--- config.mk ---
export PLATFORM = sky130hd
export DESIGN_NAME = sdclk_divgen
export DESIGN_NICKNAME = d
export VERILOG_FILES = /design/src/rtl/sdclk_pkg.sv /design/src/rtl/sdclk_regs.sv /design/src/rtl/sdclk_phase.sv /design/src/rtl/sdclk_gate.sv /design/src/rtl/sdclk_divgen.sv
export SDC_FILE = /design/constraint.sdc
export NUM_CORES = 1
export LEC_CHECK = 0
export BUFFER_PORTS_ARGS = -buffer_cell sky130_fd_sc_hd__buf_2
export CORE_UTILIZATION = 52
export DETAILED_ROUTE_END_ITERATION = 8
export GPL_ROUTABILITY_DRIVEN = 0
export HOLD_SLACK_MARGIN = 0.12
export PLACE_DENSITY = 0.85
export REMOVE_ABC_BUFFERS = 1
export SLEW_MARGIN = 5
export SYNTH_ARGS = -nofsm -noshare
export SYNTH_HDL_FRONTEND = slang
export SYNTH_HIERARCHICAL = 1
export SYNTH_SLANG_ARGS = --single-unit
--- constraint.sdc ---
create_clock -name clk_i -period 6.8 [get_ports clk_i]
set_input_delay 1.02 -clock clk_i [delete_from_list [all_inputs] [get_ports clk_i]]
set_output_delay 1.02 -clock clk_i [all_outputs]
set_load 0.1 [all_outputs]
--- src/rtl/sdclk_pkg.sv ---
package sdclk_pkg;

    parameter int BUS_W         = 32;
    parameter int PRE_W         = 3;
    parameter int POST_W        = 2;
    parameter int PRE_MAX       = 4;
    parameter int POST_MAX      = 1;
    parameter int HS_PRE_MAX    = 1;
    parameter int SHIFT_MAX     = PRE_MAX + POST_MAX + 1;
    parameter int CNT_W         = SHIFT_MAX + 1;
    parameter int SH_W          = $clog2(CNT_W);
    parameter int N_OUT         = 2;
    parameter int OUT_HS        = 0;
    parameter int OUT_CARD      = 1;
    parameter int BIT_STOP_HS   = 9;
    parameter int BIT_STOP_CARD = 8;
    parameter int PRE_LSB       = 2;

    typedef struct packed {
        logic              stop_hs;
        logic              stop_card;
        logic [PRE_W-1:0]  pre;
        logic [POST_W-1:0] post;
    } ctrl_t;

    typedef struct packed {
        logic [PRE_W-1:0]  pre;
        logic [POST_W-1:0] post;
    } div_cfg_t;

    function automatic ctrl_t decode_word(input logic [BUS_W-1:0] d);
        ctrl_t c;
        c.stop_hs   = d[BIT_STOP_HS];
        c.stop_card = d[BIT_STOP_CARD];
        c.pre       = d[PRE_LSB +: PRE_W];
        c.post      = d[0 +: POST_W];
        return c;
    endfunction

    function automatic logic [BUS_W-1:0] encode_word(input ctrl_t c);
        logic [BUS_W-1:0] d;
        d                    = '0;
        d[BIT_STOP_HS]       = c.stop_hs;
        d[BIT_STOP_CARD]     = c.stop_card;
        d[PRE_LSB +: PRE_W]  = c.pre;
        d[0 +: POST_W]       = c.post;
        return d;
    endfunction

    function automatic logic codes_legal(input ctrl_t c);
        return (c.pre <= PRE_W'(PRE_MAX)) && (c.post <= POST_W'(POST_MAX));
    endfunction

    // log2 of the card half-period in reference cycles
    function automatic logic [SH_W-1:0] card_shift(input div_cfg_t d);
        return SH_W'(d.pre) + SH_W'(d.post) + SH_W'(1);
    endfunction

endpackage

--- src/rtl/sdclk_regs.sv ---
module sdclk_regs
    import sdclk_pkg::*;
(
    input  logic             clk_i,
    input  logic             rst_i,
    input  logic             wr_en_i,
    input  logic [BUS_W-1:0] wr_data_i,
    output ctrl_t            ctrl_q,
    output logic             err_q
);

    ctrl_t ctrl_d;
    logic  unused_reserved;

    assign ctrl_d          = decode_word(wr_data_i);
    assign unused_reserved = ^{wr_data_i[BUS_W-1:BIT_STOP_HS+1],
                               wr_data_i[BIT_STOP_CARD-1:PRE_LSB+PRE_W]};

    always_ff @(posedge clk_i) begin
        if (rst_i) begin
            ctrl_q.stop_hs   <= 1'b1;
            ctrl_q.stop_card <= 1'b1;
            ctrl_q.pre       <= '0;
            ctrl_q.post      <= '0;
            err_q            <= 1'b0;
        end else if (wr_en_i) begin
            ctrl_q <= ctrl_d;
            err_q  <= !codes_legal(ctrl_d);
        end
    end

endmodule

--- src/rtl/sdclk_phase.sv ---
module sdclk_phase
    import sdclk_pkg::*;
(
    input  logic             clk_i,
    input  logic             rst_i,
    input  ctrl_t            ctrl_i,
    output div_cfg_t         act_q,
    output div_cfg_t         act_nxt,
    output logic [CNT_W-1:0] cnt_q,
    output logic [N_OUT-1:0] raw_nxt
);

    logic [SH_W-1:0]  shift;
    logic [CNT_W-1:0] wrap_val;
    logic [CNT_W-1:0] cnt_nxt;
    logic             at_wrap;
    div_cfg_t         req_cfg;

    assign shift    = card_shift(act_q);
    assign wrap_val = CNT_W'(((CNT_W+1)'(2) << shift) - (CNT_W+1)'(1));
    assign at_wrap  = (cnt_q == wrap_val);
    assign cnt_nxt  = at_wrap ? '0 : cnt_q + CNT_W'(1);

    assign req_cfg.pre  = ctrl_i.pre;
    assign req_cfg.post = ctrl_i.post;
    assign act_nxt      = (at_wrap && codes_legal(ctrl_i)) ? req_cfg : act_q;

    // Both raw clocks start high when the counter is zero
    assign raw_nxt[OUT_HS]   = ~cnt_nxt[act_q.pre];
    assign raw_nxt[OUT_CARD] = ~cnt_nxt[shift];

    always_ff @(posedge clk_i) begin
        if (rst_i) begin
            cnt_q <= '0;
            act_q <= '0;
        end else begin
            cnt_q <= cnt_nxt;
            act_q <= act_nxt;
        end
    end

endmodule

--- src/rtl/sdclk_gate.sv ---
module sdclk_gate
    import sdclk_pkg::*;
#(
    parameter int N = N_OUT
) (
    input  logic         clk_i,
    input  logic         rst_i,
    input  logic [N-1:0] raw_nxt_i,
    input  logic [N-1:0] want_i,
    output logic [N-1:0] clk_o
);

    for (genvar g = 0; g < N; g++) begin : g_lane
        logic raw_q;
        logic en_q;
        logic en_d;
        logic out_q;

        // Enable may change only at a raw rising edge or during a raw low phase
        assign en_d     = (raw_nxt_i[g] && raw_q) ? en_q : want_i[g];
        assign clk_o[g] = out_q;

        always_ff @(posedge clk_i) begin
            if (rst_i) begin
                raw_q <= 1'b0;
                en_q  <= 1'b0;
                out_q <= 1'b0;
            end else begin
                raw_q <= raw_nxt_i[g];
                en_q  <= en_d;
                out_q <= raw_nxt_i[g] && en_d;
            end
        end
    end

endmodule

--- src/rtl/sdclk_divgen.sv ---
module sdclk_divgen
    import sdclk_pkg::*;
(
    input  logic        clk_i,
    input  logic        rst_i,
    input  logic        wr_en_i,
    input  logic [31:0] wr_data_i,
    output logic [31:0] rd_data_o,
    output logic        hs_clk_o,
    output logic        card_clk_o,
    output logic        enabled_o,
    output logic        cfg_err_o
);

    ctrl_t            ctrl_q;
    logic             err_q;
    div_cfg_t         act_q;
    div_cfg_t         act_nxt;
    logic [CNT_W-1:0] cnt_q;
    logic [N_OUT-1:0] raw_nxt;
    logic [N_OUT-1:0] want;
    logic [N_OUT-1:0] gated;

    sdclk_regs u_regs (
        .clk_i     (clk_i),
        .rst_i     (rst_i),
        .wr_en_i   (wr_en_i),
        .wr_data_i (wr_data_i),
        .ctrl_q    (ctrl_q),
        .err_q     (err_q)
    );

    sdclk_phase u_phase (
        .clk_i   (clk_i),
        .rst_i   (rst_i),
        .ctrl_i  (ctrl_q),
        .act_q   (act_q),
        .act_nxt (act_nxt),
        .cnt_q   (cnt_q),
        .raw_nxt (raw_nxt)
    );

    assign want[OUT_HS]   = !err_q && !ctrl_q.stop_hs &&
                            (act_nxt.pre <= PRE_W'(HS_PRE_MAX));
    assign want[OUT_CARD] = !err_q && !ctrl_q.stop_card;

    sdclk_gate #(.N(N_OUT)) u_gate (
        .clk_i     (clk_i),
        .rst_i     (rst_i),
        .raw_nxt_i (raw_nxt),
        .want_i    (want),
        .clk_o     (gated)
    );

    assign hs_clk_o   = gated[OUT_HS];
    assign card_clk_o = gated[OUT_CARD];
    assign enabled_o  = !ctrl_q.stop_hs && !ctrl_q.stop_card;
    assign cfg_err_o  = err_q;
    assign rd_data_o  = encode_word(ctrl_q);

endmodule

# ---- Yosys cells after proc, flatten, opt, wreduce, memory -nomap -nowiden
# Index checks and enable logic that the tools add are counted.
dict set report classes {
  addsub 4
  mul 0
  div_mod_pow 0
  magnitude_cmp 7
  eq_ne 1
  shift 1
  mux 8
  n_bitwise 2
  n_reduce_logical 15
}
# op count
set op_table {}
lappend op_table {{logical AND 1 bit} 11}
lappend op_table {{less-than comparator 3 x 4 -> 1 bit, second input constant} 2}
lappend op_table {{adder 7 x 1 -> 7 bit, second input constant} 1}
lappend op_table {{equality test 7 bit} 1}
lappend op_table {{two-way mux 7 bit} 1}
lappend op_table {{left shift 2 x 3 -> 7 bit, first input constant} 1}
lappend op_table {{subtractor 7 x 2 -> 7 bit, second input constant} 1}
lappend op_table {{binary-select mux 1 bit (select 3 bit)} 2}
lappend op_table {{less-or-equal comparator 3 bit, second input constant} 2}
lappend op_table {{two-way mux 5 bit} 1}
lappend op_table {{less-or-equal comparator 2 x 1 -> 1 bit, second input constant} 2}
lappend op_table {{zero test 1 bit} 4}
lappend op_table {{two-way mux 1 bit} 4}
lappend op_table {{adder 3 x 1 -> 3 bit, second input constant} 1}
lappend op_table {{adder 3 x 2 -> 3 bit} 1}
lappend op_table {{less-or-equal comparator 3 x 1 -> 1 bit, second input constant} 1}
lappend op_table {{NOT 1 bit} 2}
dict set report word_totals {
  reg_bits 26
  latchBits 0
  ram_bits 0
  mem_bits_ro 0
  output_inout_bits 36
  wordCells 52
  n_memories 0
}

# ---- Logic depth before layout (Yosys ltp)
dict set report logic_depth {
  ltp_word 12
  ltp_mapped 17
  ltp_nobuf 15
}

# ---- Hierarchy
# Netlist, hierarchy kept.
# mod instances cells_each area_each_um2
set by_module_without_submodules {}
lappend by_module_without_submodules {sdclk_phase 1 117 980.9}
lappend by_module_without_submodules {sdclk_regs 1 28 304.0}
lappend by_module_without_submodules {sdclk_gate 1 20 227.7}
lappend by_module_without_submodules {sdclk_divgen 1 29 211.5}

# ---- Worst setup path before layout
# No wires, ideal clock.
dict set report synth_timing {
  kind {flip-flop to flip-flop}
  from {register u_phase/act_q[2] (netlist name)}
  to {register u_gate.g_lane[0].en_q}
  setup_ns 0.070
  t_arrival_ns 4.205
  required_time_ns 6.730
  slack_ns 2.525
  stages_incl_launch_ff 18
  path_buffers 3
  cell_sequence {dfxtp_1 -> clkbuf_1 -> inv_1 -> ha_1 -> fa_1 -> clkbuf_1 -> nand3_1 -> ha_1 -> nand2b_1 -> a21oi_2 -> or3_1 -> a2111oi_2 -> and3b_1 -> buf_6 -> mux2_4 -> nor4_2 -> a21bo_1 -> a21oi_1}
}
# element line
set synth_rtl {}
lappend synth_rtl {{to (signal assigned)} sdclk_gate.sv:30} ;# en_q <= en_d;
lappend synth_rtl {{to (decl)} sdclk_gate.sv:15} ;# logic en_q;

==> tab_implementation.tex <==
\begin{tabular}{lr}
\hline
Metric & Value \\
\hline
\multicolumn{2}{l}{\textbf{Run status}} \\
Result of the run & complete, no violations \\
\multicolumn{2}{l}{\textbf{Global routing}} \\
Maximum number of pins on one net before global-route repair & 24 \\
Global-route total usage across every layer & 0.165 \\
Number of global-route vias before repair & 1,030 \\
Overflow after GRT & 0 \\
Wire length of the first global-routing pass & 4390 um \\
Initial antenna violation count & 0 \\
\multicolumn{2}{l}{\textbf{Timing}} \\
Min Clock Period, post-route & 4.78 ns \\
Unrepaired setup endpoints after global routing & false \\
Slew @ Worst Pin & 0.564 ns \\
F\_max & 0.209 GHz \\
Max-slew violation count & 0 \\
Part of the cycle the worst path needs & 0.703 \\
Worst Clk Skew & 0.0124 ns \\
Setup-failing EPs final & 0 \\
Total count of hold-check failures in the final report & 0 \\
Crit path setup slack, layout & 2.02 ns \\
Relative max-transition margin & 0.623 \\
Setup\_tns & 0 ns \\
Worst hold slack across all endpoints & 0.485 ns \\
\multicolumn{2}{l}{\textbf{Worst setup path}} \\
Worst Setup End Kind & register \\
Worst EP required & 7.07 ns \\
Startpoint types & register \\
Arrival time of data at the critical path endpoint & 5.05 ns \\
Library cell appearing most often on the critical path & sky130\_fd\_sc\_hd\_\_ha\_1 \\
CP peak stage delay & 0.60 ns \\
Worst Reg-to-Reg Cells & 15 \\
Crit-path max FO & 9 \\
Worst-path cell with the longest stage delay & sky130\_fd\_sc\_hd\_\_a2111oi\_2 \\
Path type of the worst setup path & register to register \\
Cell breakdown of the critical path & inv\_1 -> ha\_1 -> fa\_1 -> xor2\_2 -> nand3\_1 -> ha\_1 -> nand2b\_1 -> a21oi\_2 -> or3\_1 -> a2111oi\_2 -> and3b\_1 -> mux2\_4 -> nor4\_2 -> a21bo\_1 -> a21oi\_1 \\
\multicolumn{2}{l}{\textbf{Drt}} \\
Routed wire length on met2 & 1380 um \\
Via density & 5.00 \\
Pre-antenna DRT Iters & 4 \\
Routed length on met1 & 1270 um \\
Routed len/inst & 11.5 um \\
Remaining antenna violation count after routing & 0 \\
Total Wirelength & 2830 um \\
Total met3 wirelength after detailed routing & 138 um \\
Highest routing layer actually used & met4 \\
Number of design rule violations left after detail routing & 0 \\
Vias & 1,229 \\
DRT iter0 DRCs & 49 \\
\multicolumn{2}{l}{\textbf{Logic synthesis}} \\
Synthesized cell area & 1690 um\^{}2 \\
Average cell area after synthesis & 8.85 um\^{}2 \\
Gate count after technology mapping & 191 \\
YS warnings & 6 \\
\multicolumn{2}{l}{\textbf{Floorplanning}} \\
CORE AREA & 3080 um\^{}2 \\
Die Footprint & 3480 um\^{}2 \\
Height of the chip & 59.0 um \\
I/O Pins & 71 \\
Starting utilization of the core area & 0.549 \\
Die Wd & 59.0 um \\
Number of placement rows & 20 \\
\multicolumn{2}{l}{\textbf{CTS}} \\
Clock Tree Root & sky130\_fd\_sc\_hd\_\_clkbuf\_4 \\
Post\_cts resized & 0 \\
Htree depth & 1 \\
CTS sink count & 26 \\
Clock tree from TritonCTS & done \\
Number of hold-repair buffers added at the cts stage & 0 \\
Insertion delay to the later sink of the worst-skew pair & 0.33 ns \\
Maximum count of clock buffers along a single path & 2 \\
Number of buffers created by CTS & 3 \\
Number of post-CTS setup repair buffers & 0 \\
Clock Pin Slew Worst Setup and Hold Paths & 0.14 ns \\
\multicolumn{2}{l}{\textbf{Placed design}} \\
Post-detailed-placement cell area & 1680 um\^{}2 \\
Pre-CTS setup slack & 2.07 ns \\
Total half-perimeter wirelength after legalization and detailed placement & 2140 um \\
Port Buf Inserts & 20 \\
\multicolumn{2}{l}{\textbf{Final layout}} \\
Final std cell area, no fill & 1720 um\^{}2 \\
Count of fill cells added during filler insertion & 308 \\
\# nets final & 242 \\
Leading cell type in the layout, fill and taps excluded & sky130\_fd\_sc\_hd\_\_dfxtp\_1 \\
Most frequent cells in the layout & 26 x sky130\_fd\_sc\_hd\_\_dfxtp\_1, 25 x sky130\_fd\_sc\_hd\_\_conb\_1, 20 x sky130\_fd\_sc\_hd\_\_nor2\_1, 20 x sky130\_fd\_sc\_hd\_\_buf\_2, 14 x sky130\_fd\_sc\_hd\_\_mux2i\_1 \\
Synth-to-Final Area Change & 1.55\% \\
Share of cells above drive strength 1 & 0.193 \\
Share of the core filled with cells in the final layout & 0.558 \\
Number of antenna repair diodes & 0 \\
\multicolumn{2}{l}{\textbf{Power}} \\
VDD IR-drop max & 158 uV \\
Total power per unit cell area & 224 nW/um\^{}2 \\
Reported leakage power & 0.704 nW \\
\multicolumn{2}{l}{\textbf{Worst hold path}} \\
Hold path cells & 2 \\
Path class of the lowest-slack min-delay path & register to register \\
\multicolumn{2}{l}{\textbf{Run}} \\
Total of max-cap violations & 0 \\
\hline
\end{tabular}
[state kept, by name, summed over array words and instances, names as in the netlist]
register,cells
u_regs/ctrl_q,7
u_phase/act_q,5
u_gate/g_lane.raw_q,2
u_phase/cnt_q,7
u_regs/err_q,1
u_gate/g_lane.out_q,2
u_gate/g_lane.en_q,2
[area by class of cell]
| class | count | area, um^2 | area share |
|---|---|---|---|
| inverters | 6 | 22.5 | 0.0131 |
| repair buffers | 20 | 100 | 0.0583 |
| flip-flops and latches | 26 | 520 | 0.303 |
| clock buffers | 4 | 36.3 | 0.0211 |
| multi-input cells | 146 | 982 | 0.572 |
| well taps | 44 | 55.1 | 0.0321 |
[metal layers]
layer	up-vias	global-route usage
li1	616	-
met1	560	0.193
met2	46	0.297
met3	7	0.0349
met4	0	0.0578
met5	-	0
[stage by stage]
step / total power [mW] / instances
finish: 0.384 / 246
global route: 0.397 / 246
CTS: 0.387 / 246
detailed placement: 0.308 / 242
global placement: 0.306 / 242
floorplan: 0.291 / 178
[worst max-delay path, delay by kind of cell, from the launching register on]
| family | cells | cell delay [ns] |
|---|---|---|
| AND/OR/NAND/NOR | 5 | 1.44 |
| AO/OA/AOI/OAI | 4 | 1.04 |
| adder cells (fa/ha/maj) | 3 | 0.93 |
| flip-flops | 1 | 0.49 |
| XOR/XNOR | 1 | 0.36 |
| multiplexers | 1 | 0.34 |
| buffers and inverters | 1 | 0.11 |
[where the power goes]
part / switching (mW) / internal [mW]
clock: 0.0462 / 0.0328
sequential: 0.00834 / 0.160
combinational: 0.111 / 0.0257
total: 0.165 / 0.219
[path summary, 6_finish.rpt]
kind | start | to | slack (ns)
worst max-delay path | u_phase/act_q[2] | u_gate/g_lane[0].en_q | 2.02
worst min-delay path | u_phase/act_q[0] | u_phase/act_q[0] | 0.49
worst max register to register | u_phase/act_q[2] | u_gate/g_lane[0].en_q | 2.02
worst min register to register | u_phase/act_q[0] | u_phase/act_q[0] | 0.49
(Power assumes the default switching activity.)
